### config.mk
export PLATFORM = sky130hd
export DESIGN_NAME = sd_sdma_engine
export DESIGN_NICKNAME = d
export VERILOG_FILES = /design/src/rtl/sdma_pkg.sv /design/src/rtl/sdma_bound_chk.sv /design/src/rtl/sdma_word_mover.sv /design/src/rtl/sdma_status.sv /design/src/rtl/sd_sdma_engine.sv
export SDC_FILE = /design/constraint.sdc
export NUM_CORES = 1
export LEC_CHECK = 0
export BUFFER_PORTS_ARGS = -buffer_cell sky130_fd_sc_hd__buf_2
export CAP_MARGIN = 5
export CORE_MARGIN = 5
export CORE_UTILIZATION = 52
export DETAILED_ROUTE_END_ITERATION = 10
export PLACE_DENSITY_LB_ADDON = 0.1
export SYNTH_ARGS = -nofsm -noshare
export SYNTH_HDL_FRONTEND = slang
export SYNTH_HIERARCHICAL = 1
export SYNTH_SLANG_ARGS = --single-unit
### constraint.sdc
create_clock -name clk -period 3.6 [get_ports clk]
set_input_delay 0.54 -clock clk [delete_from_list [all_inputs] [get_ports clk]]
set_output_delay 0.54 -clock clk [all_outputs]
set_load 0.05 [all_outputs]
### src/rtl/sdma_pkg.sv
package sdma_pkg;
   typedef enum logic [1:0] {ST_IDLE = 2'd0, ST_MOVE = 2'd1, ST_HOLD = 2'd2} sdma_state_t;

   localparam logic [2:0] SEL_ADDR  = 3'd0;
   localparam logic [2:0] SEL_SIZE  = 3'd1;
   localparam logic [2:0] SEL_COUNT = 3'd2;
   localparam logic [2:0] SEL_MODE  = 3'd3;
   localparam logic [2:0] SEL_CLEAR = 3'd4;
   localparam logic [2:0] SEL_DSEL  = 3'd5;

   localparam int BIT_DONE = 1;
   localparam int BIT_BND  = 3;
   localparam int BIT_ERR  = 15;
endpackage

### src/rtl/sdma_bound_chk.sv
module sdma_bound_chk #(
   parameter int AW        = 32,
   parameter int BASE_LOG2 = 12
) (
   input  logic [AW-1:0] nxt_addr,
   input  logic [2:0]    bsel,
   output logic          on_bound
);
   generate
      if (BASE_LOG2 + 7 > AW) begin : g_bad_width
         $error("sdma_bound_chk: address too narrow for largest boundary");
      end
   endgenerate

   logic [AW-1:0] hit;
   generate
      for (genvar b = 0; b < AW; b++) begin : g_bit
         if (b < BASE_LOG2) begin : g_low
            assign hit[b] = nxt_addr[b];
         end else if (b < BASE_LOG2 + 7) begin : g_mid
            assign hit[b] = nxt_addr[b] && (b < (BASE_LOG2 + int'(bsel)));
         end else begin : g_high
            assign hit[b] = 1'b0;
         end
      end
   endgenerate

   assign on_bound = ~|hit;
endmodule

### src/rtl/sdma_word_mover.sv
module sdma_word_mover #(
   parameter int AW = 32,
   parameter int DW = 32
) (
   input  logic          clk,
   input  logic          rst_n,
   input  logic          go,
   input  logic          dir_rd,
   input  logic [AW-1:0] addr,
   output logic          word_done,
   output logic          mem_req_valid,
   input  logic          mem_req_ready,
   output logic          mem_req_write,
   output logic [AW-1:0] mem_req_addr,
   output logic [DW-1:0] mem_req_wdata,
   input  logic [DW-1:0] mem_rdata,
   input  logic          card_in_valid,
   output logic          card_in_ready,
   input  logic [DW-1:0] card_in_data,
   output logic          card_out_valid,
   input  logic          card_out_ready,
   output logic [DW-1:0] card_out_data
);
   logic          have_q;
   logic [DW-1:0] hold_q;

   always_comb begin
      mem_req_addr  = addr;
      mem_req_write = dir_rd;
      mem_req_wdata = card_in_data;
      card_out_data = hold_q;
      if (dir_rd) begin
         mem_req_valid  = go && card_in_valid;
         card_in_ready  = go && mem_req_ready;
         card_out_valid = 1'b0;
         word_done      = go && card_in_valid && mem_req_ready;
      end else begin
         mem_req_valid  = go && !have_q;
         card_in_ready  = 1'b0;
         card_out_valid = go && have_q;
         word_done      = go && have_q && card_out_ready;
      end
   end

   always_ff @(posedge clk or negedge rst_n) begin
      if (!rst_n) begin
         have_q <= 1'b0;
         hold_q <= '0;
      end else if (!go || dir_rd) begin
         have_q <= 1'b0;
      end else if (!have_q && mem_req_ready) begin
         have_q <= 1'b1;
         hold_q <= mem_rdata;
      end else if (have_q && card_out_ready) begin
         have_q <= 1'b0;
      end
   end
endmodule

### src/rtl/sdma_status.sv
module sdma_status #(
   parameter int SW = 16
) (
   input  logic          clk,
   input  logic          rst_n,
   input  logic          set_done,
   input  logic          set_bnd,
   input  logic          set_err,
   input  logic          clr_we,
   input  logic [SW-1:0] clr_mask,
   output logic [SW-1:0] sts,
   output logic [1:0]    evt_code,
   output logic          irq
);
   import sdma_pkg::*;

   generate
      if (SW <= BIT_ERR) begin : g_bad_sw
         $error("sdma_status: status word too narrow");
      end
   endgenerate

   logic [SW-1:0] set_vec;
   always_comb begin
      set_vec = '0;
      set_vec[BIT_DONE] = set_done;
      set_vec[BIT_BND]  = set_bnd;
      set_vec[BIT_ERR]  = set_err;
   end

   always_ff @(posedge clk or negedge rst_n) begin
      if (!rst_n) sts <= '0;
      else        sts <= (sts & ~(clr_we ? clr_mask : '0)) | set_vec;
   end

   always_comb begin
      if (sts[BIT_ERR])       evt_code = 2'd3;
      else if (sts[BIT_BND])  evt_code = 2'd2;
      else if (sts[BIT_DONE]) evt_code = 2'd1;
      else                    evt_code = 2'd0;
   end
   assign irq = |sts;
endmodule

### src/rtl/sd_sdma_engine.sv
module sd_sdma_engine #(
   parameter int AW        = 32,
   parameter int DW        = 32,
   parameter int CW        = 16,
   parameter int SZW       = 12,
   parameter int SW        = 16,
   parameter int BASE_LOG2 = 12
) (
   input  logic          clk,
   input  logic          rst_n,
   input  logic          reg_we,
   input  logic [2:0]    reg_sel,
   input  logic [31:0]   reg_wdata,
   input  logic          err_in,
   output logic [AW-1:0] cur_addr,
   output logic [CW-1:0] blk_left,
   output logic          busy,
   output logic          stalled,
   output logic [SW-1:0] sts,
   output logic [1:0]    evt_code,
   output logic          irq,
   output logic          mem_req_valid,
   input  logic          mem_req_ready,
   output logic          mem_req_write,
   output logic [AW-1:0] mem_req_addr,
   output logic [DW-1:0] mem_req_wdata,
   input  logic [DW-1:0] mem_rdata,
   input  logic          card_in_valid,
   output logic          card_in_ready,
   input  logic [DW-1:0] card_in_data,
   output logic          card_out_valid,
   input  logic          card_out_ready,
   output logic [DW-1:0] card_out_data
);
   import sdma_pkg::*;

   localparam int STEP = DW / 8;
   localparam int OFW  = SZW + 1;

   generate
      if (DW % 8 != 0 || DW < 8) begin : g_bad_dw
         $error("sd_sdma_engine: data width must be whole bytes");
      end
      if (AW > 32 || CW > 32 || SZW > 12) begin : g_bad_reg
         $error("sd_sdma_engine: register fields exceed write port");
      end
   endgenerate

   sdma_state_t   st_q;
   logic [AW-1:0] addr_q;
   logic [SZW-1:0] size_q;
   logic [2:0]    bsel_q;
   logic [CW-1:0] cnt_q;
   logic [OFW-1:0] boff_q;
   logic          rd_q, multi_q, cen_q;
   logic [1:0]    dsel_q;

   logic          word_done, on_bound, blk_end, last_blk;
   logic          set_done, set_bnd, set_err;
   logic [AW-1:0] nxt_addr;
   logic [OFW-1:0] nxt_off;

   assign nxt_addr = addr_q + AW'(STEP);
   assign nxt_off  = boff_q + OFW'(STEP);
   assign blk_end  = nxt_off >= {1'b0, size_q};
   assign last_blk = !multi_q || (cen_q && cnt_q <= CW'(1));

   sdma_bound_chk #(.AW(AW), .BASE_LOG2(BASE_LOG2)) u_bound (
      .nxt_addr (nxt_addr),
      .bsel     (bsel_q),
      .on_bound (on_bound)
   );

   sdma_word_mover #(.AW(AW), .DW(DW)) u_mover (
      .clk            (clk),
      .rst_n          (rst_n),
      .go             (st_q == ST_MOVE),
      .dir_rd         (rd_q),
      .addr           (addr_q),
      .word_done      (word_done),
      .mem_req_valid  (mem_req_valid),
      .mem_req_ready  (mem_req_ready),
      .mem_req_write  (mem_req_write),
      .mem_req_addr   (mem_req_addr),
      .mem_req_wdata  (mem_req_wdata),
      .mem_rdata      (mem_rdata),
      .card_in_valid  (card_in_valid),
      .card_in_ready  (card_in_ready),
      .card_in_data   (card_in_data),
      .card_out_valid (card_out_valid),
      .card_out_ready (card_out_ready),
      .card_out_data  (card_out_data)
   );

   assign set_err  = err_in && (st_q != ST_IDLE);
   assign set_done = !set_err && word_done && blk_end && last_blk;
   assign set_bnd  = !set_err && word_done && !(blk_end && last_blk) && on_bound;

   sdma_status #(.SW(SW)) u_status (
      .clk      (clk),
      .rst_n    (rst_n),
      .set_done (set_done),
      .set_bnd  (set_bnd),
      .set_err  (set_err),
      .clr_we   (reg_we && reg_sel == SEL_CLEAR),
      .clr_mask (reg_wdata[SW-1:0]),
      .sts      (sts),
      .evt_code (evt_code),
      .irq      (irq)
   );

   always_ff @(posedge clk or negedge rst_n) begin
      if (!rst_n) begin
         st_q    <= ST_IDLE;
         addr_q  <= '0;
         size_q  <= '0;
         bsel_q  <= '0;
         cnt_q   <= '0;
         boff_q  <= '0;
         rd_q    <= 1'b0;
         multi_q <= 1'b0;
         cen_q   <= 1'b0;
         dsel_q  <= '0;
      end else if (set_err) begin
         st_q <= ST_IDLE;
      end else begin
         case (st_q)
            ST_IDLE: if (reg_we) begin
               case (reg_sel)
                  SEL_ADDR:  addr_q <= reg_wdata[AW-1:0];
                  SEL_SIZE: begin
                     size_q <= reg_wdata[SZW-1:0];
                     bsel_q <= reg_wdata[14:12];
                  end
                  SEL_COUNT: cnt_q  <= reg_wdata[CW-1:0];
                  SEL_DSEL:  dsel_q <= reg_wdata[1:0];
                  SEL_MODE: begin
                     rd_q    <= reg_wdata[4];
                     multi_q <= reg_wdata[5];
                     cen_q   <= reg_wdata[1];
                     boff_q  <= '0;
                     if (reg_wdata[0] && dsel_q == 2'b00) st_q <= ST_MOVE;
                  end
                  default: ;
               endcase
            end
            ST_MOVE: if (word_done) begin
               addr_q <= nxt_addr;
               if (blk_end) begin
                  boff_q <= '0;
                  if (cen_q && cnt_q != '0) cnt_q <= cnt_q - CW'(1);
               end else begin
                  boff_q <= nxt_off;
               end
               if (blk_end && last_blk) st_q <= ST_IDLE;
               else if (on_bound)       st_q <= ST_HOLD;
            end
            ST_HOLD: if (reg_we && reg_sel == SEL_ADDR) begin
               addr_q <= reg_wdata[AW-1:0];
               st_q   <= ST_MOVE;
            end
            default: st_q <= ST_IDLE;
         endcase
      end
   end

   assign cur_addr = addr_q;
   assign blk_left = cnt_q;
   assign busy     = st_q != ST_IDLE;
   assign stalled  = st_q == ST_HOLD;

   // no traffic at either edge while paused at a boundary
   p_quiet_in_hold_r6: assert property (@(posedge clk) disable iff (!rst_n)
      stalled |-> !mem_req_valid && !card_out_valid && !card_in_ready);

   // entering the pause always leaves the boundary flag set
   p_flag_on_hold_r6: assert property (@(posedge clk) disable iff (!rst_n)
      $rose(stalled) |-> sts[BIT_BND]);

   // a transfer only ends with complete or error recorded
   p_end_flagged_r8: assert property (@(posedge clk) disable iff (!rst_n)
      $fell(busy) |-> sts[BIT_DONE] || sts[BIT_ERR]);

   // during a transfer the count only holds or drops by one
   p_count_step_r5: assert property (@(posedge clk) disable iff (!rst_n)
      $past(busy) && busy |-> blk_left == $past(blk_left) || blk_left == $past(blk_left) - CW'(1));

   // the address moves only by one word while transferring
   p_addr_step_r7: assert property (@(posedge clk) disable iff (!rst_n)
      $past(st_q) == ST_MOVE && !$past(set_err) |-> cur_addr == $past(cur_addr) || cur_addr == $past(cur_addr) + AW'(STEP));

   // error outranks every other event
   p_err_first_r11: assert property (@(posedge clk) disable iff (!rst_n)
      sts[BIT_ERR] |-> evt_code == 2'd3);
endmodule

==> run summary <==
Status: finished clean
Multi-input logic area: 3940 sq um
Setup bufs post-CTS: 0
Final setup vio count: 0
Finished Layout Cells: 1135
Slew HR: 43.3%
Clock Skew: 0.00840 ns
Final min period: 3.19 ns
FF/Latch Area: 3250 sq um
Bufs and invs on worst path: 0
Largest net degree at the start of global routing: 68
Worst Tran Pin Value: 0.850 ns
Die Footprint: 18100 sq um
Fillers: 1306
GRT overflow: 0
Maximum clock rate: 313 MHz
Post-DP Area: 8690 sq um
CP Capture Type: flop
Core area: 15200 sq um
Worst Slack Setup Final: 0.405 ns
Final HPWL DP: 17100 microns
Crit-path slowest cell: dfrtp_1
Post-route ant nets: 0
Worst hold path class: in2async
Slew Limit Fails: 0
Buffer depth of the longest clock path: 2
Critical path required time: 3.89 ns
Setup crit start kind: flop
Pleak: 4.32 nW
DR pass1 iterations: 5
Nets@finish: 1054
Ant diodes: 0
Cells after synthesis: 805
Crit path cell chain: and3_1, nand3_1, nor3_1, and2_1, xor2_1, o21a_1, a211o_1, a211oi_2, or3_1, o221ai_1
Top Family by Delay on Critical Path: simple AND/OR/NAND/NOR gates
Crit path arrival time: 3.49 ns
Placer Congestion: 0.939
Mean number of vias per cell: 6.03
Starting Density: 53.0%
Fin. Hold Viols: 0
Layout cells sized above 1: 36.4%
Root buf cell: clkbuf_16
Hold_buf cts: 0
Cells after DPL: 1103
Gr busiest metal: met2
Row cnt: 45
Num Clock Sinks: 130
Post-CTS sizing: 0
Initial antenna violation count: 0
Mapped Avg Cell Area: 10.0 sq um
DR iter-0 viols: 478
Pwr per Cell Area: 1010 nW/um^2
Area delta synth->final: 14.9%
Max_cap viols: 0
CTS Buf Count: 17
Pre-CTS setup slack: 0.478 ns
Worst-path maximum fanout: 9
# H-tree levels: 4
Top Ports: 275
Drt wl/cell: 20.7 microns
# DRC: 0
Worst-Skew Late Latency: 0.44 ns
Die width: 134 microns
Vias in the first global route: 6784
CTS tree: yes
Post-route cell area: 9260 sq um
Routing usage on met2: 42.0%
YS warnings: 6
Post-route setup TNS: 0 ns
GR Util met1: 34.3%
Period utilization: 88.7%
Final WL: 23500 microns
First-pass GRT wire length: 36900 microns
CP Class: reg2reg
Crit path largest cell delay: 0.55 ns
All-Layer GR Usage: 25.8%
Post-Syn Nets: 925
Die Y: 134 microns
Synth Cell Area: 8060 sq um
Worst-path clk slew: 0.06 ns
Peak VDD IR: 0.503 mV
Total number of vias: 6847
RSZ-0062 raised after global routing: no
M3 GR Usage: 5.10%
IO Port Bufs: 210
## worst register-to-register path, cell delays in order (launching register included)
cell and delay, ns:
dfrtp_1 0.55, and3_1 0.33, nand3_1 0.16, nor3_1 0.51, and2_1 0.25, xor2_1 0.10
o21a_1 0.19, a211o_1 0.28, a211oi_2 0.39, or3_1 0.17, o221ai_1 0.13
## layer usage
layer | vias to the layer above | part of all wire (%) | routed length, microns
li1 | 3161 | - | -
met1 | 3336 | 43 | 10100
met2 | 290 | 48 | 11300
met3 | 60 | 6.6 | 1560
met4 | 0 | 2.3 | 548
met5 | - | 0 | 0
## worst paths after layout
kind | startpoint | end | slack (ns) | cells past startpoint
hold / removal | rst_n | boff_q[5]$_DFFE_PN0P_ | 0.20 | 1
min in group clk | card_out_ready | u_mover/have_q$_DFFE_PN0P_ | 0.32 | 2
setup / recovery | cur_addr[4]$_DFFE_PN0P_ | st_q[0]$_DFFE_PN0P_ | 0.41 | 10
setup reg to reg | cur_addr[4]$_DFFE_PN0P_ | st_q[0]$_DFFE_PN0P_ | 0.41 | 10
max in group asynchronous | rst_n | u_mover/card_out_data[13]$_DFFE_PN0P_ | 2.57 | 2
hold reg to reg | u_mover/card_out_data[15]$_DFFE_PN0P_ | u_mover/card_out_data[15]$_DFFE_PN0P_ | 0.50 | 1
## report_power, final
| part | switching (W) | internal, W |
|---|---|---|
| clock | 0.000720 | 0.000936 |
| combinational | 0.00361 | 0.00137 |
| sequential | 0.000677 | 0.00200 |
| total | 0.00501 | 0.00430 |
## layout by cell type (no fill, tap or decap), types with 9 or more instances in the layout
cell type	instances
buf_2	209
dfrtp_1	130
nand2_1	66
nor2_1	45
inv_1	32
mux2_4	30
nand3_1	27
a21oi_1	25
mux2_2	24
o21ai_0	20
nor3_1	17
clkbuf_16	17
nor4_1	15
xnor2_1	14
ha_1	14
nand4_1	13
o221ai_1	12
xor2_1	10
a22oi_1	10
a31oi_1	10
buf_4	10
a21boi_2	10
a21o_1	9
## metrics by stage
step           hold WS, ns  total power, W  util (%)
2_1_floorplan        0.244         0.00678         -
3_3_place_gp         0.488         0.00758      57.2
3_5_place_dp         0.488         0.00766      57.2
4_1_cts              0.223         0.00934      60.9
5_1_grt              0.264         0.00976      60.9
6_report             0.204         0.00931      60.9
## cell type report
type	count	share of cell area, %
Multi-Input combinational cell	532	42.6
Sequential cell	130	35.1
Timing Repair Buffer	220	12.3
Clock buffer	19	4.89
Tap cell	188	2.54
Inverter	33	1.34
Clock inverter	13	1.22
## flip-flops by register name, indices dropped and copies added, names as in the netlist
signal / cells
blk_left: 16
boff_q: 11
bsel_q: 3
cen_q: 1
cur_addr: 32
dsel_q: 2
multi_q: 1
rd_q: 1
size_q: 12
st_q: 2
u_mover/card_out_data: 32
u_mover/have_q: 1
u_status/sts: 16
No activity file was read; power rests on OpenSTA's default activity.
